==> src/rtl/sonet_tx_pkg.sv <==
package sonet_tx_pkg;
  typedef enum logic [1:0] {
    MODE_NORMAL   = 2'b00,
    MODE_LINE_AIS = 2'b01,
    MODE_PATH_AIS = 2'b10
  } tx_mode_e;

  localparam logic [7:0] FILL_ONES = 8'hFF;

  // request code 11 maps onto line alarm
  function automatic tx_mode_e decode_req(input logic [1:0] req);
    case (req)
      2'b00:   decode_req = MODE_NORMAL;
      2'b10:   decode_req = MODE_PATH_AIS;
      default: decode_req = MODE_LINE_AIS;
    endcase
  endfunction
endpackage

==> src/rtl/frame_raster.sv <==
module frame_raster #(
  parameter int ROWS = 9,
  parameter int COLS = 270,
  localparam int ROW_W = (ROWS > 1) ? $clog2(ROWS) : 1,
  localparam int COL_W = (COLS > 1) ? $clog2(COLS) : 1
) (
  input  logic             clk,
  input  logic             rst,
  output logic [ROW_W-1:0] row,
  output logic [COL_W-1:0] col,
  output logic             first,
  output logic             last
);
  localparam logic [ROW_W-1:0] ROW_LAST = ROW_W'(ROWS - 1);
  localparam logic [COL_W-1:0] COL_LAST = COL_W'(COLS - 1);

  assign first = (row == '0) && (col == '0);
  assign last  = (row == ROW_LAST) && (col == COL_LAST);

  always_ff @(posedge clk) begin
    if (rst) begin
      row <= '0;
      col <= '0;
    end else if (col == COL_LAST) begin
      col <= '0;
      row <= (row == ROW_LAST) ? '0 : row + 1'b1;
    end else begin
      col <= col + 1'b1;
    end
  end

  AST_RASTER_WRAP: assert property (@(posedge clk) disable iff (rst)
    last |=> (row == '0 && col == '0));
endmodule

==> src/rtl/cell_buffer.sv <==
module cell_buffer #(
  parameter int WIDTH = 8,
  parameter int DEPTH = 159,
  localparam int PTR_W = (DEPTH > 1) ? $clog2(DEPTH) : 1,
  localparam int CNT_W = $clog2(DEPTH + 1)
) (
  input  logic             clk,
  input  logic             rst,
  input  logic             push,
  input  logic [WIDTH-1:0] din,
  input  logic             pop,
  output logic [WIDTH-1:0] dout,
  output logic [CNT_W-1:0] count,
  output logic             full
);
  localparam logic [PTR_W-1:0] PTR_LAST = PTR_W'(DEPTH - 1);

  logic [WIDTH-1:0] mem [DEPTH];
  logic [PTR_W-1:0] wr_ptr, rd_ptr;

  assign full = (count == CNT_W'(DEPTH));
  assign dout = mem[rd_ptr];

  always_ff @(posedge clk) begin
    if (push) mem[wr_ptr] <= din;
  end

  always_ff @(posedge clk) begin
    if (rst) begin
      wr_ptr <= '0;
      rd_ptr <= '0;
      count  <= '0;
    end else begin
      if (push) wr_ptr <= (wr_ptr == PTR_LAST) ? '0 : wr_ptr + 1'b1;
      if (pop)  rd_ptr <= (rd_ptr == PTR_LAST) ? '0 : rd_ptr + 1'b1;
      count <= count + CNT_W'(push) - CNT_W'(pop);
    end
  end

  AST_NO_OVERFLOW: assert property (@(posedge clk) disable iff (rst)
    count <= CNT_W'(DEPTH));
  AST_NO_UNDERFLOW: assert property (@(posedge clk) disable iff (rst)
    pop |-> count != '0);
endmodule

==> src/rtl/slot_classifier.sv <==
module slot_classifier
  import sonet_tx_pkg::*;
#(
  parameter int ROW_W    = 4,
  parameter int COL_W    = 9,
  parameter int TOH_COLS = 9,
  parameter int SOH_ROWS = 3,
  parameter int PTR_ROW  = 3
) (
  input  logic [ROW_W-1:0] row,
  input  logic [COL_W-1:0] col,
  input  tx_mode_e         mode,
  output logic             take_toh,
  output logic             take_ones,
  output logic             payload_slot
);
  logic in_toh, in_soh, in_ptr;

  assign in_toh = (col < COL_W'(TOH_COLS));
  assign in_soh = in_toh && (row < ROW_W'(SOH_ROWS));
  assign in_ptr = in_toh && (row == ROW_W'(PTR_ROW));

  always_comb begin
    take_toh     = 1'b0;
    take_ones    = 1'b0;
    payload_slot = 1'b0;
    case (mode)
      MODE_LINE_AIS: begin
        take_toh  = in_soh;
        take_ones = !in_soh;
      end
      MODE_PATH_AIS: begin
        take_toh  = in_toh && !in_ptr;
        take_ones = !(in_toh && !in_ptr);
      end
      default: begin
        take_toh     = in_toh;
        payload_slot = !in_toh;
      end
    endcase
  end
endmodule

==> src/rtl/sonet_tx_ais_mux.sv <==
module sonet_tx_ais_mux
  import sonet_tx_pkg::*;
#(
  parameter int ROWS       = 9,
  parameter int COLS       = 270,
  parameter int TOH_COLS   = 9,
  parameter int SOH_ROWS   = 3,
  parameter int PTR_ROW    = 3,
  parameter int CELL_BYTES = 53,
  parameter int CELLS      = 3,
  parameter logic [7:0] IDLE_BYTE = 8'h6A,
  localparam int ROW_W = (ROWS > 1) ? $clog2(ROWS) : 1,
  localparam int COL_W = (COLS > 1) ? $clog2(COLS) : 1
) (
  input  logic             clk,
  input  logic             rst,
  input  logic [1:0]       ais_req,
  input  logic [7:0]       toh_byte,
  output logic [ROW_W-1:0] slot_row,
  output logic [COL_W-1:0] slot_col,
  input  logic             cell_valid,
  input  logic [7:0]       cell_data,
  output logic             cell_ready,
  output logic [7:0]       tx_byte,
  output logic             tx_sof
);
  localparam int DEPTH = CELLS * CELL_BYTES;
  localparam int CNT_W = $clog2(DEPTH + 1);
  localparam int POS_W = (CELL_BYTES > 1) ? $clog2(CELL_BYTES) : 1;

  tx_mode_e         mode_q;
  logic             frame_first, frame_last;
  logic             take_toh, take_ones, payload_slot;
  logic             fifo_push, fifo_pop, fifo_full;
  logic [7:0]       fifo_dout;
  logic [CNT_W-1:0] fifo_count;
  logic [POS_W-1:0] cell_pos;
  logic [7:0]       next_byte;

  frame_raster #(.ROWS(ROWS), .COLS(COLS)) u_raster (
    .clk(clk), .rst(rst), .row(slot_row), .col(slot_col),
    .first(frame_first), .last(frame_last)
  );

  slot_classifier #(
    .ROW_W(ROW_W), .COL_W(COL_W), .TOH_COLS(TOH_COLS),
    .SOH_ROWS(SOH_ROWS), .PTR_ROW(PTR_ROW)
  ) u_classify (
    .row(slot_row), .col(slot_col), .mode(mode_q),
    .take_toh(take_toh), .take_ones(take_ones), .payload_slot(payload_slot)
  );

  assign cell_ready = !fifo_full;
  assign fifo_push  = cell_valid && !fifo_full;

  cell_buffer #(.WIDTH(8), .DEPTH(DEPTH)) u_cells (
    .clk(clk), .rst(rst), .push(fifo_push), .din(cell_data),
    .pop(fifo_pop), .dout(fifo_dout), .count(fifo_count), .full(fifo_full)
  );

  // continue a started cell, or start one only if a whole cell is waiting
  assign fifo_pop = payload_slot &&
                    ((cell_pos != '0) || (fifo_count >= CNT_W'(CELL_BYTES)));

  always_comb begin
    if (take_ones)     next_byte = FILL_ONES;
    else if (take_toh) next_byte = toh_byte;
    else if (fifo_pop) next_byte = fifo_dout;
    else               next_byte = IDLE_BYTE;
  end

  always_ff @(posedge clk) begin
    if (rst) begin
      tx_byte  <= '0;
      tx_sof   <= 1'b0;
      cell_pos <= '0;
      mode_q   <= MODE_NORMAL;
    end else begin
      tx_byte <= next_byte;
      tx_sof  <= frame_first;
      if (fifo_pop)
        cell_pos <= (cell_pos == POS_W'(CELL_BYTES - 1)) ? '0 : cell_pos + 1'b1;
      if (frame_last)
        mode_q <= decode_req(ais_req);
    end
  end

  AST_NO_POP_IN_AIS: assert property (@(posedge clk) disable iff (rst)
    (mode_q != MODE_NORMAL) |-> !fifo_pop);
  AST_MODE_HOLD: assert property (@(posedge clk) disable iff (rst)
    !frame_last |=> $stable(mode_q));
  AST_LINE_ONES: assert property (@(posedge clk) disable iff (rst)
    (mode_q == MODE_LINE_AIS && slot_row >= ROW_W'(SOH_ROWS)) |=> tx_byte == 8'hFF);
  AST_PATH_PTR_ONES: assert property (@(posedge clk) disable iff (rst)
    (mode_q == MODE_PATH_AIS && slot_row == ROW_W'(PTR_ROW)) |=> tx_byte == 8'hFF);
  AST_SOF_POSITION: assert property (@(posedge clk) disable iff (rst)
    tx_sof |-> (slot_row == '0 && slot_col == COL_W'(1 % COLS)));
endmodule

==> config.mk <==
export PLATFORM = sky130hd
export DESIGN_NAME = sonet_tx_ais_mux
export DESIGN_NICKNAME = d
export VERILOG_FILES = /design/src/rtl/sonet_tx_pkg.sv /design/src/rtl/frame_raster.sv /design/src/rtl/cell_buffer.sv /design/src/rtl/slot_classifier.sv /design/src/rtl/sonet_tx_ais_mux.sv
export SDC_FILE = /design/constraint.sdc
export NUM_CORES = 1
export LEC_CHECK = 0
export ABC_AREA = 0
export BUFFER_PORTS_ARGS = -buffer_cell sky130_fd_sc_hd__buf_2
export CAP_MARGIN = 20
export CORE_UTILIZATION = 61
export DETAILED_ROUTE_END_ITERATION = 16
export PLACE_DENSITY_LB_ADDON = 0.15
export SYNTH_ARGS = -nofsm -noshare
export SYNTH_HDL_FRONTEND = slang
export SYNTH_HIERARCHICAL = 1
export SYNTH_SLANG_ARGS = --single-unit
==> constraint.sdc <==
create_clock -name clk -period 4.3 [get_ports clk]
set_input_delay 0.86 -clock clk [delete_from_list [all_inputs] [get_ports clk]]
set_output_delay 0.86 -clock clk [all_outputs]
set_load 0.02 [all_outputs]
Yosys cells after proc, flatten, opt, wreduce, memory -nomap -nowiden
Memory sizes are Yosys's and may differ from the RTL's. A register that Yosys moved wholly into a read port is not among the register bits. Index checks and enable logic that the tools add are counted.

Multiply operators: 0. Reduce and logical (&&, ||, !) cells: 19. Order comparisons: 3. Shift operators: 0. Equal/unequal tests: 10. Bitwise operators: 0. Multiplexer cells: 15. Div/mod/pow operators: 0. Add/sub/neg operators: 7.

Operators by type and width (count): 8-bit two-way mux (7); 8-bit equality test (second input constant) (3); 8-bit by 1-bit adder with 8-bit output (second input constant) (2); 9-bit by 1-bit adder with 9-bit output (second input constant) (1); 9-bit equality test (second input constant) (1); 9-bit zero test (1); 9-bit by 4-bit less-than comparator with 1-bit output (second input constant) (1); 8-bit by 1-bit adder with 8-bit output (1); 8-bit by 6-bit >= comparator with 1-bit output (second input constant) (1); 8-bit by 1-bit subtractor with 8-bit output (1); 1-bit logical AND (7); 6-bit by 1-bit adder with 6-bit output (second input constant) (1); 6-bit equality test (second input constant) (1); 6-bit two-way mux (1); 6-bit nonzero test (1); 1-bit zero test (5); 4-bit by 1-bit adder with 4-bit output (second input constant) (1); 2-bit equality test (second input constant) (2); 4-bit by 2-bit equality test with 1-bit output (second input constant) (1); 4-bit equality test (second input constant) (1); 4-bit zero test (1); 4-bit by 2-bit less-than comparator with 1-bit output (second input constant) (1); 4-bit two-way mux (1); 1-bit case mux with 2 select lines (2); 6 further kinds (9).

Bits in latches: 0. Memory bits (read-only): 0. Memories kept: 1. Input port bits: 21. Output and inout bits: 23. Register bits after elaboration: 54. Logic and storage cells: 64. Memory bits (writable): 1272.

Memory list: u_cells.mem (depth 159, width 8, rd ports 1, clocked after Yosys merged registers in 1, wr ports 1, line cell_buffer.sv:18) `logic [WIDTH-1:0] mem [DEPTH];`.

Depth between registers and ports, before layout
Gate-level depths: netlist of run 1.

Word-level depth: 7. Gate-level depth with buffers: 17. Depth with buffers taken out: 16.

Cells and area by module
The synthesis of run 1 kept the hierarchy.

By module, submodules not included: cell_buffer (area each 51159.1 um^2, cells each 2519, seq. area each 38837.2 um^2, times used 1); sonet_tx_ais_mux (area each 835.8 um^2, cells each 94, seq. area each 340.3 um^2, times used 1); frame_raster (area each 666.9 um^2, cells each 80, seq. area each 260.2 um^2, times used 1); slot_classifier (area each 116.4 um^2, cells each 15, seq. area each 0.0 um^2, times used 1).

Least setup slack after synthesis of run 1
Ideal clock, no wire load.

Kind: register -> register. Start: register u_raster.col[5]. End: register u_cells.count[7]. Library setup time: 0.132 ns. Period minus slack after synthesis: 3.342 ns. Setup slack: 0.958 ns. Required time: 4.168 ns. Arrival time: 3.210 ns. Path buffers: 0. Stages on the path, launching flop included: 15. Cell sequence: dfxtp_1 > or4_1 > nor3_2 > nor2b_1 > inv_1 > a21oi_2 > ha_1 > inv_1 > ha_1 > a21o_1 > a21oi_1 > o21ai_0 > a2111oi_0 > o31a_1 > nor3_1.

Word-level cells in the longest chain between the ends: 5.

Ends and longest elaborated chain: start, declared (line frame_raster.sv:10) `output logic [COL_W-1:0] col,`; start signal, assigned (line frame_raster.sv:28) `col <= col + 1'b1;`; 9-bit by 4-bit less-than comparator with 1-bit output (line slot_classifier.sv:19) `assign in_toh = (col < COL_W'(TOH_COLS));`; 1-bit zero test (line slot_classifier.sv:38) `payload_slot = !in_toh;`; 1-bit two-way mux (line slot_classifier.sv:27) `case (mode)`; named net payload_slot (line sonet_tx_ais_mux.sv:33) `logic take_toh, take_ones, payload_slot;`; 1-bit logical AND (line sonet_tx_ais_mux.sv:62) `assign fifo_pop = payload_slot &&`; named net fifo_pop (line sonet_tx_ais_mux.sv:34) `logic fifo_push, fifo_pop, fifo_full;`; 8-bit by 1-bit subtractor with 8-bit output (line cell_buffer.sv:36) `count <= count + CNT_W'(push) - CNT_W'(pop);`; end signal, assigned (line cell_buffer.sv:36); end, declared (line cell_buffer.sv:13) `output logic [CNT_W-1:0] count,`.

The timed path passes the listed nets, and every way through them passes these cells. A chain may end at the register's enable or synchronous reset.

==> results summary, run 1 <==
The run finished with clean final reports. The arrival time of data at the critical path endpoint is about 4.8 ns. The share of the synthesized netlist area taken by xor and xnor gates came out at 0.348%. Summing all non-filler instances in the final layout gives an area of 59100 sq um. The post-synthesis sequential area ratio is 74.7%. The remaining routing DRC violations came out at 0. The number of hold-slack violations in the final timing report came out at 0. The congestion estimate from routability-driven global placement came to slightly below 1. The synthesized netlist contains between 60 and 70 unique library cells. The classification of the worst setup path is register to register. In this run, post-CTS repair resized a total of 0 instances. The count of fill cells added during filler insertion came out at roughly 5300. The final-stage net count is around 2900.

The worst clock skew on the final layout is 0.0180 ns. The fraction of synthesis flops using an asynchronous set or reset pin is 0%. The combined area of all synthesized cells came out at between 50000 and 60000 sq um. The worst setup path is launched from a register. Timing analysis after detailed placement gives a worst setup slack of between 0.3 and 0.4 ns.

The maximum number of pins on one net before global-route repair is around 130. The average size of a mapped cell came out at roughly 20 sq um. The critical-path maximum fanout came out at 69.

The peak clock frequency supported by timing is ~0.24 GHz. The via density per instance is approximately 6.5. The antenna diode instance count is 0. Summing the areas of all compound-gate instances in the mapped netlist gives around 2.7% of the synthesized area. Relative to the synthesized area, the layout overhead comes to 12.0%.

The synthesized net count is 2755. The completed layout was analyzed and its total power is approximately 26 mW. After detailed placement, the total cell area comes to approximately 55000 sq um. The buffering stage count on the worst path with inverters included came out at 3. The width of the die came out at 296 um. The worst max-slew margin expressed relative to the limit came out at a little under a quarter.

The multiplexer fraction of the synthesized cell area came out at 15.5%. The final global-route overflow total came out at 0. In the final routed layout, each cell accounts on average for about 30 um. The post-CTS setup buffer count came out at 0. The maximum cell stage delay along the critical path is approximately 0.8 ns. The warning count from the yosys run is 6.

The largest individual stage delay along the critical path comes from the cell a211oi_1. In this run the worst hold path is classified as input pin to register. The highest ir drop seen on vdd is between 400 and 500 uV.

For this run, the detailed router's first-pass iteration total came to 6. The initial detailed-routing violation count came out at around 3400. TritonCTS built the clock tree. The sum of net half-perimeters after detailed placement came out at between 70000 and 80000 um. The count of input and output buffers came out at 43. The number of enable flip-flop cells after synthesis came out at 1272.

The routed via count came out at 27000. The max-cap check violation count came out at 0. The leading register cell type out of synthesis is edfxtp_1. The number of global-route vias before repair came to 26800. Setup repair after global routing left no endpoint under its margin. The total area inside the core boundary comes to around 85000 sq um.

The time the worst path needs with I/O delays and setup came out at 4.14 ns. In this run the number of H-tree levels came out at 4. Of the cells placed in the final design, the portion with a size suffix greater than 1 is 22.9%. The first global-routing pass estimated 180000 um of wire. The main combinational cell family by area after synthesis is multiplexers.

Sorting the synthesized cells by area gives the leading types as edfxtp_1, mux4_2, mux2i_1. The count of pins on the block boundary is 44. The maximum clock path buffer count is 3.

The final setup violation count came out at 0. The die boundary height is between 200 and 300 um. The routed design has between 100000 and 150000 um of wire. The initial antenna violation count is 3. The initial cell density of the core is about three fifths. In the global route stage, overall resource usage came out at approximately 29%.

Summed over all instances, the cell type with the most area after synthesis is edfxtp_1. The sum of negative setup slack is 0 ns. The simple logic cell fraction of the synthesized area came out at roughly 4.4%. The worst-margin pin slew came out at approximately 1.1 ns. The post-synthesis instance total came out at 2708. Among cell families on the critical path, the largest total delay comes from compound AO/OA/AOI/OAI gates.

The power density over cell area came out at 443 nW/um^2. The required time reported for the critical path endpoint came out at 4.95 ns. Summed over its instances, the top area cell type makes up 72.4% of the synthesized netlist area. The clock reaches the later pin of the worst-skew pair after 0.74 ns. The post-route worst setup slack came out at about 0.16 ns. The number of pins with negative max-slew slack in the final report came out at 0.

The CTS clock-pin slew for the worst setup and hold paths came out at 0.06 ns. The tree is rooted in a clkbuf_16. The die area is approximately 88000 sq um. The total leakage power is approximately 18 nW. Of the total synthesized cell area, the portion taken by full adders, half adders and majority gates is less than 1%.

The nature of the critical path endpoint is a register. The row count is between 100 and 150. The count of nets left with antenna violations after detail routing is 0. The hold buffer count at CTS came out at 0.

The number of clock buffers added by TritonCTS is between 100 and 150. Synthesis inferred 1334 register bits. The critical path goes through buf_12 > mux4_2 > mux4_2 > inv_1 > o2111ai_1 > o21ai_0 > a211oi_1 > inv_1 > a2111o_1 > a21oi_1. Of the available clock period, the critical path in the final layout requires 96.2%. The number of clock sinks is between 1000 and 1500.
Yosys cell counts, types with 3 or more instances:
cell       instances
a2111o_1           6
a211oi_1          37
a21oi_1           30
a22oi_1           20
a31oi_1            4
a41oi_1            3
and2_1             6
and3_1            14
buf_1             12
buf_2             42
buf_4             21
buf_6             15
buf_8              4
clkbuf_1          46
dfxtp_1           62
edfxtp_1        1272
ha_1              25
inv_1             38
mux2_2            16
mux2i_1          140
mux4_2           292
nand2_1           87
nand2b_1          16
nand3_1           32
nand4_1           21
nor2_1           212
nor2b_1           53
nor3_1            25
nor3b_1            3
nor4_1             8
o2111ai_1          4
o211ai_1           5
o21a_1             3
o21ai_0           36
o221ai_1           8
o22ai_1           32
o311ai_0           4
or2_2              4
or3_1              4
xnor2_1            6
xor2_1            15
stage by stage:
step,hold WS (ns),utilization [%],std cells
global route,0.422,69.2,4128
finish,0.428,69.2,4128
detailed placement,0.503,64.3,3885
CTS,0.384,69.2,4128
global placement,0.476,64.3,3885
floorplan,0.463,-,2708
layout make-up:
class | instances | area [sq um] | area share [%]
Clock buffer | 177 | 3670 | 6.21
Timing Repair Buffer | 173 | 1500 | 2.54
Sequential cell | 1334 | 39500 | 66.7
Inverter | 38 | 143 | 0.241
Clock inverter | 66 | 538 | 0.910
Multi-Input combinational cell | 1196 | 12400 | 21.0
Tap cell | 1144 | 1430 | 2.42
worst register-to-register path, stage by stage, from the launching register on:
cell and delay [ns]:
dfxtp_4 0.59, buf_12 0.41, mux4_2 0.49, mux4_2 0.25, inv_1 0.07, o2111ai_1 0.49
o21ai_0 0.34, a211oi_1 0.81, inv_1 0.13, a2111o_1 0.34, a21oi_1 0.12
routing by layer:
layer	up-vias	GRT usage, %	wire length, um	share of wire (%)
met1	14200	41.6	49400	40
met3	198	4.83	10200	8.3
met5	-	0	0	0
met4	0	9.52	3480	2.8
met2	1278	45.2	59200	48
li1	11300	-	-	-
state kept, by name, indices dropped and copies added, names as in the netlist, named ones only:
name	cells
u_cells/mem	1272
tx_sof	1
u_raster/col	9
u_cells/wr_ptr	8
tx_byte	8
u_cells/count	8
mode_q	2
cell_pos	6
u_cells/rd_ptr	8
u_raster/row	4
cells in the final DEF, fill, tap and decap left out, types with 32 or more instances in the layout:
cell	instances
dfxtp_1	57
mux2i_1	140
buf_2	35
mux4_2	292
clkbuf_1	35
nand3_1	32
a211oi_1	37
clkbuf_16	141
buf_4	115
nor2b_1	53
edfxtp_1	1272
o21ai_0	36
nor2_1	212
inv_1	38
nand2_1	87
o22ai_1	32
cells by family (layout without fill, tap and decap cells):
group,Yosys count,after routing
flip-flops,1334,1334
XOR/XNOR,21,21
adder cells (fa/ha/maj),26,26
AND/OR/NAND/NOR,494,494
buffers and inverters,178,454
AO/OA/AOI/OAI,207,207
multiplexers,448,448
final timing paths:
path                                  start     endpoint  slack [ns]  cells past startpoint
worst max-delay path               register   tx_byte[0]        0.16                     10
worst min-delay path            toh_byte[0]   tx_byte[0]        0.43                      3
worst max register to register     register   tx_byte[0]        0.16                     10
worst min register to register  cell_pos[1]  cell_pos[1]        0.51                      2
where the power goes:
group / switching (mW) / internal [mW]
combinational: 0.468 / 0.198
sequential: 0.0356 / 14.3
clock: 4.77 / 6.45
total: 5.27 / 20.9
(Power assumes the default switching activity.)
==> run 2, diff against run 1 <==
- SLEW_MARGIN: unset -> 10
- SYNTH_HIERARCHICAL: 1 -> unset
==> run 2 against run 1 <==
Power fell by 0.83%; cell area fell by 0.16%; sequential power barely moved; cell count fell by 0.80%; critical endpoint is now tx_byte[2]; core utilization rose by 0.11 points; highest routed layer is now met5; first-iteration DRC count fell by 6.6%; routed wire length rose by 4.3%; critical path depth fell by 3; count of clock-buffer cells in the layout rose by 10; largest power group unchanged; die area fell by 0.54%; setup slack improved by 0.30 ns.
==> results summary, run 2 <==
The arrival time of data at the critical path endpoint is 4.41 ns (-0.38 ns). The number of hold-slack violations in the final timing report is 0 (unchanged). The sum of negative setup slack is 0 ns (unchanged). The via density per instance is 6.72 (+2.6%). The H-tree level count is 4 (unchanged). The maximum clock path buffer count is 3 (unchanged). The number of enable flip-flop cells after synthesis is 1272 (unchanged). The worst max-slew margin expressed relative to the limit is 21.3% (-2.4 points). The synthesized net count was 2670 (-3.1%). The count of pins on the block boundary is 44 (unchanged). The largest register by flop count is u_cells.mem. The number of clock sinks is 1334 (unchanged). The routed via count was 27500 (+1.8%). Walking the worst path, the cells encountered are buf_4 > buf_4 > mux4_2 > a221oi_1 > o22ai_1 > a211oi_1 > o32ai_1. The multiplexer fraction of the synthesized cell area is 14.9% (-0.60 points). The top cell types in the final layout, fill and taps aside, are edfxtp_1, mux4_2, nor2_1. The buffering stage count on the worst path with inverters included is 2 (-1). The final global-route overflow total came out at 0 (unchanged). The post-detailed-routing wire length is 128000 um (+4.3%). The core region area is 85100 sq um (-0.31%). The critical path's slowest cell is a211oi_1.

The power density over cell area is 440 nW/um^2 (-0.67%). The warning count from the yosys run came out at 0 (-6). The peak clock frequency supported by timing came out at 0.261 GHz (+7.8%). The time the worst path needs with I/O delays and setup came out at 3.84 ns (-0.299 ns).

The worst-case setup slack after placement came to 0.448 ns (+0.138 ns). The worst hold slack is 0.400 ns (-0.0285 ns). The clock latency reported for the late side of the worst-skew pair is 0.73 ns (about the same).

The post-route worst setup slack came out at 0.464 ns (+0.299 ns). The number of search-and-repair iterations in the first detailed-routing pass came out at 7 (+1). By startpoint and endpoint, the worst setup path is classified as register to register. The fraction of synthesis flops using an asynchronous set or reset pin is 0% (unchanged). The number of buffers inserted during clock tree synthesis is 133 (-1.5%). The row count came out at 107 (unchanged).

TritonCTS built the clock tree. The worst setup path is launched from a register. The post-synthesis cell type with the largest combined area is edfxtp_1.

The initial antenna violation count is 3 (unchanged). The required time reported for the critical path endpoint came out at 4.87 ns (-0.08 ns). The maximum number of pins on one net before global-route repair came out at 103 (-18%). The first-pass GRT wire length came out at 185000 um (+2.9%). The total leakage power came out at 18.4 nW (+1.7%). The worst-case register-to-register setup slack came to 0.46 ns (+0.30 ns). Following the worst setup path forward leads to its endpoint at tx_byte[2]. The area fraction in compound gates after synthesis was 3.05% (+0.37 points). The post-CTS setup buffer count came out at 0 (unchanged). The share of the synthesized area in the top cell type is 72.8% (+0.40 points). The post-synthesis instance total is 2620 (-3.2%).

The number of distinct library cells after synthesis came to 63 (+3.3%). The initial detailed-routing violation count is 3188 (-6.6%). After synthesis, the largest family of logic cells by area is multiplexers. The routed length per instance was 31.2 um (+5.1%). The CTS clock-pin slew for the worst setup and hold paths came to 0.07 ns (about the same).

Setup repair after global routing left no endpoint under its margin. On the critical path the largest part of the delay comes from compound AO/OA/AOI/OAI gates. The highest ir drop seen on vdd is 457 uV (+11%).

The number of stages on the worst setup path came out at 7 (-3). The number of pins with negative max-slew slack in the final report was 0 (unchanged). The root buffer cell is clkbuf_16. The max-cap check violation count is 0 (unchanged). The count of nets left with antenna violations after detail routing came out at 0 (unchanged). The hold buffer count at CTS came out at 0 (unchanged).

The worst-margin pin slew came to 1.16 ns (+0.0283 ns). The number of global-route vias before repair came to 27100 (+1.4%). The final weighted congestion in routability-driven placement is 0.922 (-4.6%). The share of the cycle needed by the critical path after routing is 89.2% (-7.0 points).

The largest registers in the layout are u_cells.mem (1272), u_raster.col (9). The area growth from synthesis to layout came out at 12.5%. The average size of a mapped cell came out at 20.0 sq um (+2.8%). The most common cell after layout, fill and taps aside is edfxtp_1. The commonest cells after synthesis are edfxtp_1, mux4_2, nor2_1. The die boundary height came out at 295 um (-0.27%).

The share of the synthesized netlist area taken by xor and xnor gates came out at 0.484% (+0.14 points). The nature of the critical path endpoint is a register. The leading register cell type out of synthesis is edfxtp_1. The count of fill cells added during filler insertion came out at 5243 (-1.7%). The sum of net half-perimeters after detailed placement came out at 80400 um (+5.2%). The fraction of layout instances using a drive strength above 1 came out at 24.7% (+1.8 points). The post-synthesis adder-cell area fraction is 0.706% (+0.075 points). The number of flip-flops under the largest register name is 1272 (unchanged).

edfxtp_1 is the most common cell in the netlist. The post-cts sizing count is 0 (unchanged). The register bit total from synthesis came to 1334 (unchanged). The final-stage net count is 2897 (-0.96%).

Sorting the synthesized cells by area gives the leading types as edfxtp_1, mux4_2, dfxtp_1. The total track usage came to 30.0% (+1.3 points). The width of the die is 295 um (-0.27%). The die area came out at 87200 sq um (-0.54%). The most common cell type on the critical path is buf_4. The simple logic cell fraction of the synthesized area came to 3.72% (-0.63 points). The flow ran to the end, and the final reports show no timing, DRC or antenna violations.

The depth of the worst register-to-register path came out at 7 (-3). The kind of path behind the tightest hold check is input pin to register. The combined area of all synthesized cells came out at 52500 sq um (-0.55%). The remaining routing DRC violations is 0 (unchanged). The final setup violation count is 0 (unchanged). The worst clock skew on the final layout came out at 0.0307 ns (+0.0127 ns). The critical-path maximum fanout was 27 (-61%). The initial cell density of the core came out at 61.6% (-0.15 points).

The maximum cell stage delay along the critical path came out at 0.85 ns (+0.04 ns). The count of input and output buffers is 43 (unchanged). The post-synthesis sequential area ratio is 75.1% (+0.41 points). In this run the critical register-to-register path is captured at tx_byte[2].
==> run 2: cell types whose count changed in the layout (fill, tap and decap cells not counted), sizes merged, moves of 16 or more <==
| cell | delta |
|---|---|
| o21ai | -17 |
| mux4 | +18 |
| nor2b | -32 |
| mux2i | -77 |
| buf | +60 |
| a221oi | +16 |
| a211oi | -16 |
==> run 2: stage by stage <==
step	instances	util, %	instance area [sq um]	power (mW)
floorplan	2620	-	52500	14.9
finish	4095	69.3	59000	26.0
CTS	4092	69.3	59000	26.0
detailed placement	3854	64.4	54900	15.2
global placement	3853	64.4	54900	15.2
global route	4094	69.3	59000	26.6
==> run 2: cell families (layout without fill, tap and decap cells) <==
logic type      after synthesis  after routing
compound gates              225            225
fa+ha+maj                    29             29
mux                         386            386
xor+xnor                     29             29
flops                      1334           1334
buf+inv                     173            503
other cells                   0              1
simple gates                444            444
==> run 2: area by class of cell <==
cell class	count	area, sq um	share of cell area, %
Clock inverter	51	414	0.702
Multi-Input combinational cell	1113	12000	20.3
Clock buffer	187	3700	6.27
Timing Repair Buffer	233	1940	3.29
Sequential cell	1334	39500	66.8
Antenna cell	1	2.50	0.00424
Inverter	32	120	0.203
Tap cell	1144	1430	2.42
==> run 2: worst register-to-register path: cells and delay by family, from the launching register on <==
| family | cells | cell delay, ns |
|---|---|---|
| AOI/OAI and AO/OA | 4 | 1.62 |
| buffers and inverters | 2 | 0.72 |
| DFF | 1 | 0.78 |
| muxes | 1 | 0.56 |
==> run 2: how the worst min path moves through the flow <==
stage / startpoint / end / slack [ns] / cells after the start
finish: ais_req[1] / mode_q[1] / 0.40 / 3
global route: ais_req[1] / mode_q[1] / 0.41 / 3
CTS: ais_req[1] / mode_q[1] / 0.36 / 3
detailed placement: mode_q[1] / mode_q[1] / 0.49 / 2
global placement: mode_q[1] / mode_q[1] / 0.48 / 2
floorplan: mode_q[1] / mode_q[1] / 0.46 / 2
==> run 2: power breakdown <==
part	internal, mW	switching (mW)
Clock	6.26	4.75
Sequential	14.3	0.0304
Combinational	0.203	0.456
Total	20.7	5.24
==> run 2: metal layers <==
layer	global-route usage, %	up-vias	part of all wire [%]
met5	0	-	0.029
met4	10.5	4	3.3
met3	6.50	260	10
met2	46.8	1643	48
met1	42.6	14400	39
li1	-	11200	-
